### src/rtl/omc_pkg.sv
package omc_pkg;

    typedef enum logic [2:0] {
        MODE_NORMAL  = 3'd0,
        MODE_CLEAR   = 3'd1,
        MODE_SET     = 3'd2,
        MODE_BYPASS  = 3'd3,
        MODE_PL_LOAD = 3'd4,
        MODE_PL_HOLD = 3'd5
    } cell_mode_e;

    typedef struct packed {
        logic ff;       // storage bit (before the inverting buffer)
        logic clk_lvl;  // last sampled level of the clock term
    } cell_state_t;

    // Clock memory starts high so a term already high at release is no edge.
    localparam cell_state_t STATE_RESET = '{ff: 1'b0, clk_lvl: 1'b1};

endpackage

### src/rtl/omc_sum_xor.sv
module omc_sum_xor #(
    parameter int N_TERMS = 4
) (
    input  logic [N_TERMS-1:0] terms_i,
    input  logic               pol_i,
    output logic               d_o
);

    logic [N_TERMS:0] or_chain;

    assign or_chain[0] = 1'b0;

    generate
        for (genvar i = 0; i < N_TERMS; i++) begin : g_or
            assign or_chain[i+1] = or_chain[i] | terms_i[i];
        end
    endgenerate

    assign d_o = or_chain[N_TERMS] ^ pol_i;

endmodule

### src/rtl/omc_mode_dec.sv
module omc_mode_dec
    import omc_pkg::*;
(
    input  logic       clr_i,
    input  logic       set_i,
    input  logic       load_n_i,
    input  logic       drive_en_i,
    output cell_mode_e mode_o
);

    // Priority: parallel load, then bypass, then clear, then set.
    always_comb begin
        if (!load_n_i) begin
            mode_o = drive_en_i ? MODE_PL_HOLD : MODE_PL_LOAD;
        end else if (clr_i && set_i) begin
            mode_o = MODE_BYPASS;
        end else if (clr_i) begin
            mode_o = MODE_CLEAR;
        end else if (set_i) begin
            mode_o = MODE_SET;
        end else begin
            mode_o = MODE_NORMAL;
        end
    end

endmodule

### src/rtl/omc_pad_drv.sv
module omc_pad_drv (
    input  logic oe_term_i,
    input  logic oe_all_n_i,
    input  logic value_i,
    output logic pad_out_o,
    output logic pad_oe_o
);

    assign pad_oe_o  = oe_term_i & ~oe_all_n_i;
    assign pad_out_o = ~value_i;

endmodule

### src/rtl/async_out_macrocell.sv
module async_out_macrocell
    import omc_pkg::*;
#(
    parameter int N_TERMS = 4
) (
    input  logic               clk,
    input  logic               rst_n,
    input  logic [N_TERMS-1:0] sum_terms,
    input  logic               clr_term,
    input  logic               set_term,
    input  logic               clk_term,
    input  logic               oe_term,
    input  logic               pol_cfg,
    input  logic               oe_all_n,
    input  logic               load_all_n,
    input  logic               pad_in,
    output logic               pad_out,
    output logic               pad_oe,
    output logic               array_fb
);

    cell_state_t state_d, state_q;
    cell_mode_e  mode;
    logic        d_val;
    logic        rise;
    logic        eff_val;
    logic        drive_en;
    logic        pad_val;

    omc_sum_xor #(.N_TERMS(N_TERMS)) u_sum (
        .terms_i (sum_terms),
        .pol_i   (pol_cfg),
        .d_o     (d_val)
    );

    omc_pad_drv u_pad (
        .oe_term_i  (oe_term),
        .oe_all_n_i (oe_all_n),
        .value_i    (eff_val),
        .pad_out_o  (pad_val),
        .pad_oe_o   (drive_en)
    );

    omc_mode_dec u_mode (
        .clr_i      (clr_term),
        .set_i      (set_term),
        .load_n_i   (load_all_n),
        .drive_en_i (drive_en),
        .mode_o     (mode)
    );

    always_comb begin
        state_d         = state_q;
        state_d.clk_lvl = clk_term;
        rise            = clk_term & ~state_q.clk_lvl;

        unique case (mode)
            MODE_PL_LOAD: state_d.ff = ~pad_in;
            MODE_CLEAR:   state_d.ff = 1'b0;
            MODE_SET:     state_d.ff = 1'b1;
            MODE_PL_HOLD,
            MODE_BYPASS:  state_d.ff = state_q.ff;
            default: begin
                if (rise) begin
                    state_d.ff = d_val;
                end
            end
        endcase

        // Overrides show at once; normal and held modes show the stored bit.
        unique case (mode)
            MODE_BYPASS:  eff_val = d_val;
            MODE_NORMAL,
            MODE_PL_HOLD: eff_val = state_q.ff;
            default:      eff_val = state_d.ff;
        endcase
    end

    always_ff @(posedge clk or negedge rst_n) begin
        if (!rst_n) begin
            state_q <= STATE_RESET;
        end else begin
            state_q <= state_d;
        end
    end

    assign pad_out  = pad_val;
    assign pad_oe   = drive_en;
    assign array_fb = eff_val;

endmodule

### config.mk
export PLATFORM = sky130hd
export DESIGN_NAME = async_out_macrocell
export DESIGN_NICKNAME = d
export VERILOG_FILES = /design/src/rtl/omc_pkg.sv /design/src/rtl/omc_sum_xor.sv /design/src/rtl/omc_mode_dec.sv /design/src/rtl/omc_pad_drv.sv /design/src/rtl/async_out_macrocell.sv
export SDC_FILE = /design/constraint.sdc
export NUM_CORES = 1
export LEC_CHECK = 0
export ABC_AREA = 1
export BUFFER_PORTS_ARGS = -buffer_cell sky130_fd_sc_hd__buf_2
export CAP_MARGIN = 5
export CORE_AREA = 2 2 39 41
export DETAILED_ROUTE_END_ITERATION = 12
export DIE_AREA = 0 0 41 43
export GPL_TIMING_DRIVEN = 0
export SYNTH_ARGS = -nofsm -noshare
export SYNTH_HDL_FRONTEND = slang
export SYNTH_SLANG_ARGS = --single-unit
### constraint.sdc
create_clock -name clk -period 1.1 [get_ports clk]
set_input_delay 0.11 -clock clk [delete_from_list [all_inputs] [get_ports clk]]
set_output_delay 0.11 -clock clk [all_outputs]
set_load 0.02 [all_outputs]
### After elaboration in Yosys (flattened, before gate mapping)

Cells that the tools add are included.
Widths: inputs -> output; s select.

| storage, ports and cells | value |
|---|---|
| register bits | 2 |
| bits in latches | 0 |
| memory bits (writable) | 0 |
| memory bits (read-only) | 0 |
| output and inout bits | 3 |
| word-level logic and storage cells | 29 |
| memories | 0 |

| cells by class | value |
|---|---|
| add/subtract/negate cells | 0 |
| multipliers | 0 |
| divide/modulo/power cells | 0 |
| magnitude comparators | 0 |
| equality and inequality tests | 5 |
| shifts and indexed selects | 0 |
| mux-type cells | 8 |
| bitwise logic cells | 10 |
| reduce and logical (&&, ||, !) cells | 4 |

Operators by type and width:

| cell | number |
|---|---|
| $mux 3 | 3 |
| $eq 3x2->1 const B | 2 |
| $eq 3x3->1 const B | 2 |
| $not 1->1 | 4 |
| $pmux 1 s4 | 1 |
| $reduce_or 2->1 | 2 |
| $eq 3x1->1 const B | 1 |
| $logic_not 3->1 | 1 |
| $or 1x1->1 | 3 |
| $and 1x1->1 | 2 |
| $mux 1 | 2 |
| $mux 2 | 1 |
| $pmux 1 s2 | 1 |
| $logic_and 1x1->1 | 1 |
| $xor 1x1->1 | 1 |

### Longest topological paths before layout

| depth | value |
|---|---|
| depth after elaboration | 9 |
| gate-level depth with buffers | 9 |
| gate-level depth less buffers | 9 |

### Modules after synthesis

From an unflattened synthesis, not the netlist that was laid out.

| unflattened totals | value |
|---|---|
| cells, all modules | 49 |
| area total of the unflattened synthesis | 259.0 sq um |

Modules (own cells, without submodules):

| module | times used | cells each | area each (sq um) | sequential area each (sq um) |
|---|---|---|---|---|
| async_out_macrocell | 1 | 33 | 187.7 | 51.3 |
| omc_sum_xor | 1 | 7 | 32.5 | 0.0 |
| omc_mode_dec | 1 | 6 | 25.0 | 0.0 |
| omc_pad_drv | 1 | 3 | 13.8 | 0.0 |

### Worst setup path after synthesis

OpenSTA, ideal clock, no wires.

| timing | value |
|---|---|
| path kind | flip-flop to output port |
| start | reg state_q[0] (netlist bit) |
| end | out array_fb |
| arrival time | 993 ps |
| required time | 990 ps |
| path slack | -3 ps |
| stages on the path, launching flop included | 6 |
| buffers on the path | 0 |
| cells stage by stage | dfstp_2 > o21ai_0 > and2_1 > nand2_2 > nand3_1 > nand2_1 |

| between the ends | value |
|---|---|
| longest elaborated chain between the ends | 5 |

Ends and longest elaborated chain:

| what | line | source |
|---|---|---|
| start: declaration | async_out_macrocell.sv:22 | `cell_state_t state_d, state_q;` |
| start signal: assignment | async_out_macrocell.sv:83 | `state_q <= state_d;` |
| $not 1->1 | async_out_macrocell.sv:55 | `rise = clk_term & ~state_q.clk_lvl;` |
| $and 1x1->1 | async_out_macrocell.sv:55 |  |
| $mux 1 | async_out_macrocell.sv:64 | `if (rise) begin` |
| $pmux 1 s4 | async_out_macrocell.sv:57 | `unique case (mode)` |
| $pmux 1 s2 | async_out_macrocell.sv:71 | `unique case (mode)` |
| end: declaration | async_out_macrocell.sv:19 | `output logic array_fb` |

Every way passes these cells.

### Worst setup path in the final report

| timing | value |
|---|---|
| start | reg state_q[0] (netlist bit) |
| end | out pad_out |

| between the ends | value |
|---|---|
| longest elaborated chain between the ends | 6 |

Ends and longest elaborated chain:

| what | line | source |
|---|---|---|
| $not 1->1 | async_out_macrocell.sv:55 |  |
| $and 1x1->1 | async_out_macrocell.sv:55 |  |
| $mux 1 | async_out_macrocell.sv:64 |  |
| $pmux 1 s4 | async_out_macrocell.sv:57 |  |
| $pmux 1 s2 | async_out_macrocell.sv:71 |  |
| $not 1->1 | omc_pad_drv.sv:10 | `assign pad_out_o = ~value_i;` |
| end: declaration | async_out_macrocell.sv:17 | `output logic pad_out,` |

Every way passes these cells.

==> flow_metrics.py <==
metrics = {
    "run_status": {
        "status": "finished, violations left",
        "violations": "negative setup slack",
    },
    "finish": {
        "top_register": "state_q",
        "syn_to_final_growth_pct": 75.5,
        "fillerInstances": 164,
        "largest_registers": "state_q (2)",
        "seqCellArea_um2": 51.3,
        "multi_input_area_um2": 160,
        "n_antenna_cell": 0,
        "final_nets": 78,
        "stdcell_count": 79,
        "layout-drive-gt1-share_pct": 50.8,
        "largest_reg_flops": 2,
    },
    "global_route": {
        "overflow": 0,
        "grt_max_degree": 5,
        "antenna_found_initial": 0,
        "grt_pass1_vias": 322,
        "grt_pass1_wl_mm": 1.09,
        "gr-usage-all-layers_pct": 9.65,
    },
    "critical_path": {
        "startpoint": "state_q[0]$_DFF_PN1_",
        "worstSetupEndpointType": "output port",
        "cp_max_fo": 2,
        "cp-start-kind": "flip-flop",
        "crit_type": "flip-flop to output port",
        "ff2ff_path_depth": 6,
        "cp_data_arrival_time_ps": 1280,
        "r2r_end": "state_q[1]$_DFF_PN0_",
        "r2r_slack_ps": 50,
        "timing.rr.start": "state_q[0]$_DFF_PN1_",
        "worst_ep_required_time_ps": 990,
    },
    "routing": {
        "remaining_drc_errors": 0,
        "routedWlPerCell_um": 7.22,
        "vias": 302,
        "wirelength_um": 570,
        "final_antenna_net_count": 0,
        "viasPerCell": 3.82,
        "firstDrtPassIters": 2,
        "drt-initial-drc-count": 2,
    },
    "sta": {
        "rsz0062_at_grt": "yes",
        "post-route-min-period_ps": 1390,
        "fmax_ghz": 0.720,
        "relSlewSlack_pct": 86.6,
        "post-route-period-util_pct": 126,
        "fin_ws_ps": -290,
        "tightest_slew_ps": 200,
        "skew_ps": 10.0,
        "drv_slew": 0,
        "hold_viol": 0,
        "setup_violations": 2,
    },
    "power_and_ir_drop": {
        "p_leak_uw": 0.000226,
        "ir_drop_uv": 381,
        "powerDensity_mw_per_mm2": 1050,
        "p_total_uw": 423,
    },
    "synthesis": {
        "synth_area_per_cell_um2": 5.76,
        "yosysWarnings": 0,
        "synth_cell_types": 11,
        "yosysSeqAreaShare_pct": 22.3,
        "syn-num-nets": 54,
        "synth_seq_cells": 2,
        "synthCells": 40,
        "synth_area_um2": 230,
    },
    "min_path": {
        "hp-class": "primary input to async pin",
    },
    "clock_tree": {
        "clkSinkCount": 2,
        "root_buffer": "clkbuf_4",
        "clockBufferDepth": 2,
        "insertion_delay_ps": 230,
        "htree_num_levels": 1,
        "path_clk_slew_ps": 40,
        "numCtsBuffers": 3,
        "cts_tree": "built",
    },
    "die": {
        "design.die.area_mm2": 0.00176,
        "rows": 14,
        "core_mm2": 0.00138,
        "chipWidth_um": 41,
        "start_util_pct": 16.6,
        "die_y_um": 43,
        "io_pins": 17,
    },
    "placement": {
        "dp_cells": 72,
        "finalWeightedCongestion": 0.639,
        "dp_hpwl_um": 451,
        "portBuffers": 16,
    },
    "run": {
        "cap_violations": 0,
    },
}
==> area by class of cell <==
type                            count  area share, %
Timing Repair Buffer               19           29.7
Inverter                            7           6.50
Clock buffer                        4           6.50
Sequential cell                     2           12.7
Tap cell                           16           4.95
Multi-Input combinational cell     31           39.6
==> critical path, cell delays in order (launching register included) <==
cell	delay, ps
dfstp_2	510
o21ai_1	50
and2_1	140
nand2_2	70
nand2_2	60
nand2_2	60
nand2_2	50
buf_6	120
==> metal layers <==
metal / vias up / track usage [%] / share of wire (%)
met5: - / 0 / 0
met4: 0 / 8.00 / 0
met3: 0 / 4.71 / 5.3
met2: 8 / 15.9 / 59
met1: 125 / 7.74 / 35
li1: 169 / - / -
==> synthesized netlist by cell type <==
| master | instances | share of area (%) |
|---|---|---|
| and2_1 | 1 | 2.7 |
| dfrtp_1 | 1 | 11 |
| dfstp_2 | 1 | 11 |
| inv_1 | 7 | 11 |
| nand2_1 | 10 | 16 |
| nand2_2 | 5 | 14 |
| nand3_1 | 4 | 8.7 |
| nand3b_1 | 2 | 6.5 |
| nor2_1 | 4 | 6.5 |
| nor2_2 | 2 | 5.4 |
| o21ai_0 | 3 | 6.5 |
==> stage by stage <==
stage | utilization [%] | setup TNS [ps] | hold WS [ps] | instance area [µm²] | setup WS (ps)
2_1_floorplan | - | 0 | -186 | 235 | 23.5
3_3_place_gp | 24.2 | -200 | -104 | 335 | -106
3_5_place_dp | 24.2 | -192 | -104 | 335 | -102
4_1_cts | 29.2 | -614 | 176 | 404 | -317
5_1_grt | 29.2 | -709 | 188 | 404 | -368
6_report | 29.2 | -552 | 193 | 404 | -290
==> report_power, final <==
part	leakage [µW]	internal, µW	switching [µW]	total, µW
sequential	0.0000226	81.7	3.57	85.3
combinational	0.000188	75.9	78.2	154
clock	0.0000150	135	48.4	183
total	0.000226	293	130	423
==> worst max-delay path by stage <==
stage	to	cells after the start
final	pad_out	7
after CTS	pad_out	7
after global placement	pad_out	7
after floorplan	pad_out	6
after global routing	pad_out	7
after detailed placement	pad_out	7
==> repair_timing <==
action / in CTS / in global routing
resized for setup: 6 / 1
hold buffers: 2 / 0
setup endpoints to repair: 2 / 3
pin swaps: 4 / 2
hold endpoints to repair: 3 / 0
buffers inserted: 1 / 0
==> layout by cell type (no fill, tap or decap) <==
| cell type | count |
|---|---|
| buf_2 | 14 |
| nand2_2 | 8 |
| nand2_1 | 7 |
| inv_1 | 6 |
| nor2_1 | 4 |
| nand3_1 | 4 |
| clkbuf_4 | 3 |
| nor2_2 | 2 |
| o21ai_0 | 2 |
| nand3b_1 | 2 |
| dlygate4sd3_1 | 2 |
| buf_6 | 2 |
| o21ai_1 | 1 |
| and2_1 | 1 |
| inv_2 | 1 |
| clkbuf_1 | 1 |
| buf_4 | 1 |
| dfstp_2 | 1 |
| dfrtp_1 | 1 |
==> kinds of logic after synthesis <==
family / after synthesis / synth area share [%]
and+or+nand+nor: 28 / 59.8
buffers and inverters: 7 / 11.4
AOI/OAI and AO/OA: 3 / 6.52
DFF: 2 / 22.3
Power figures use the tool's default switching activity.
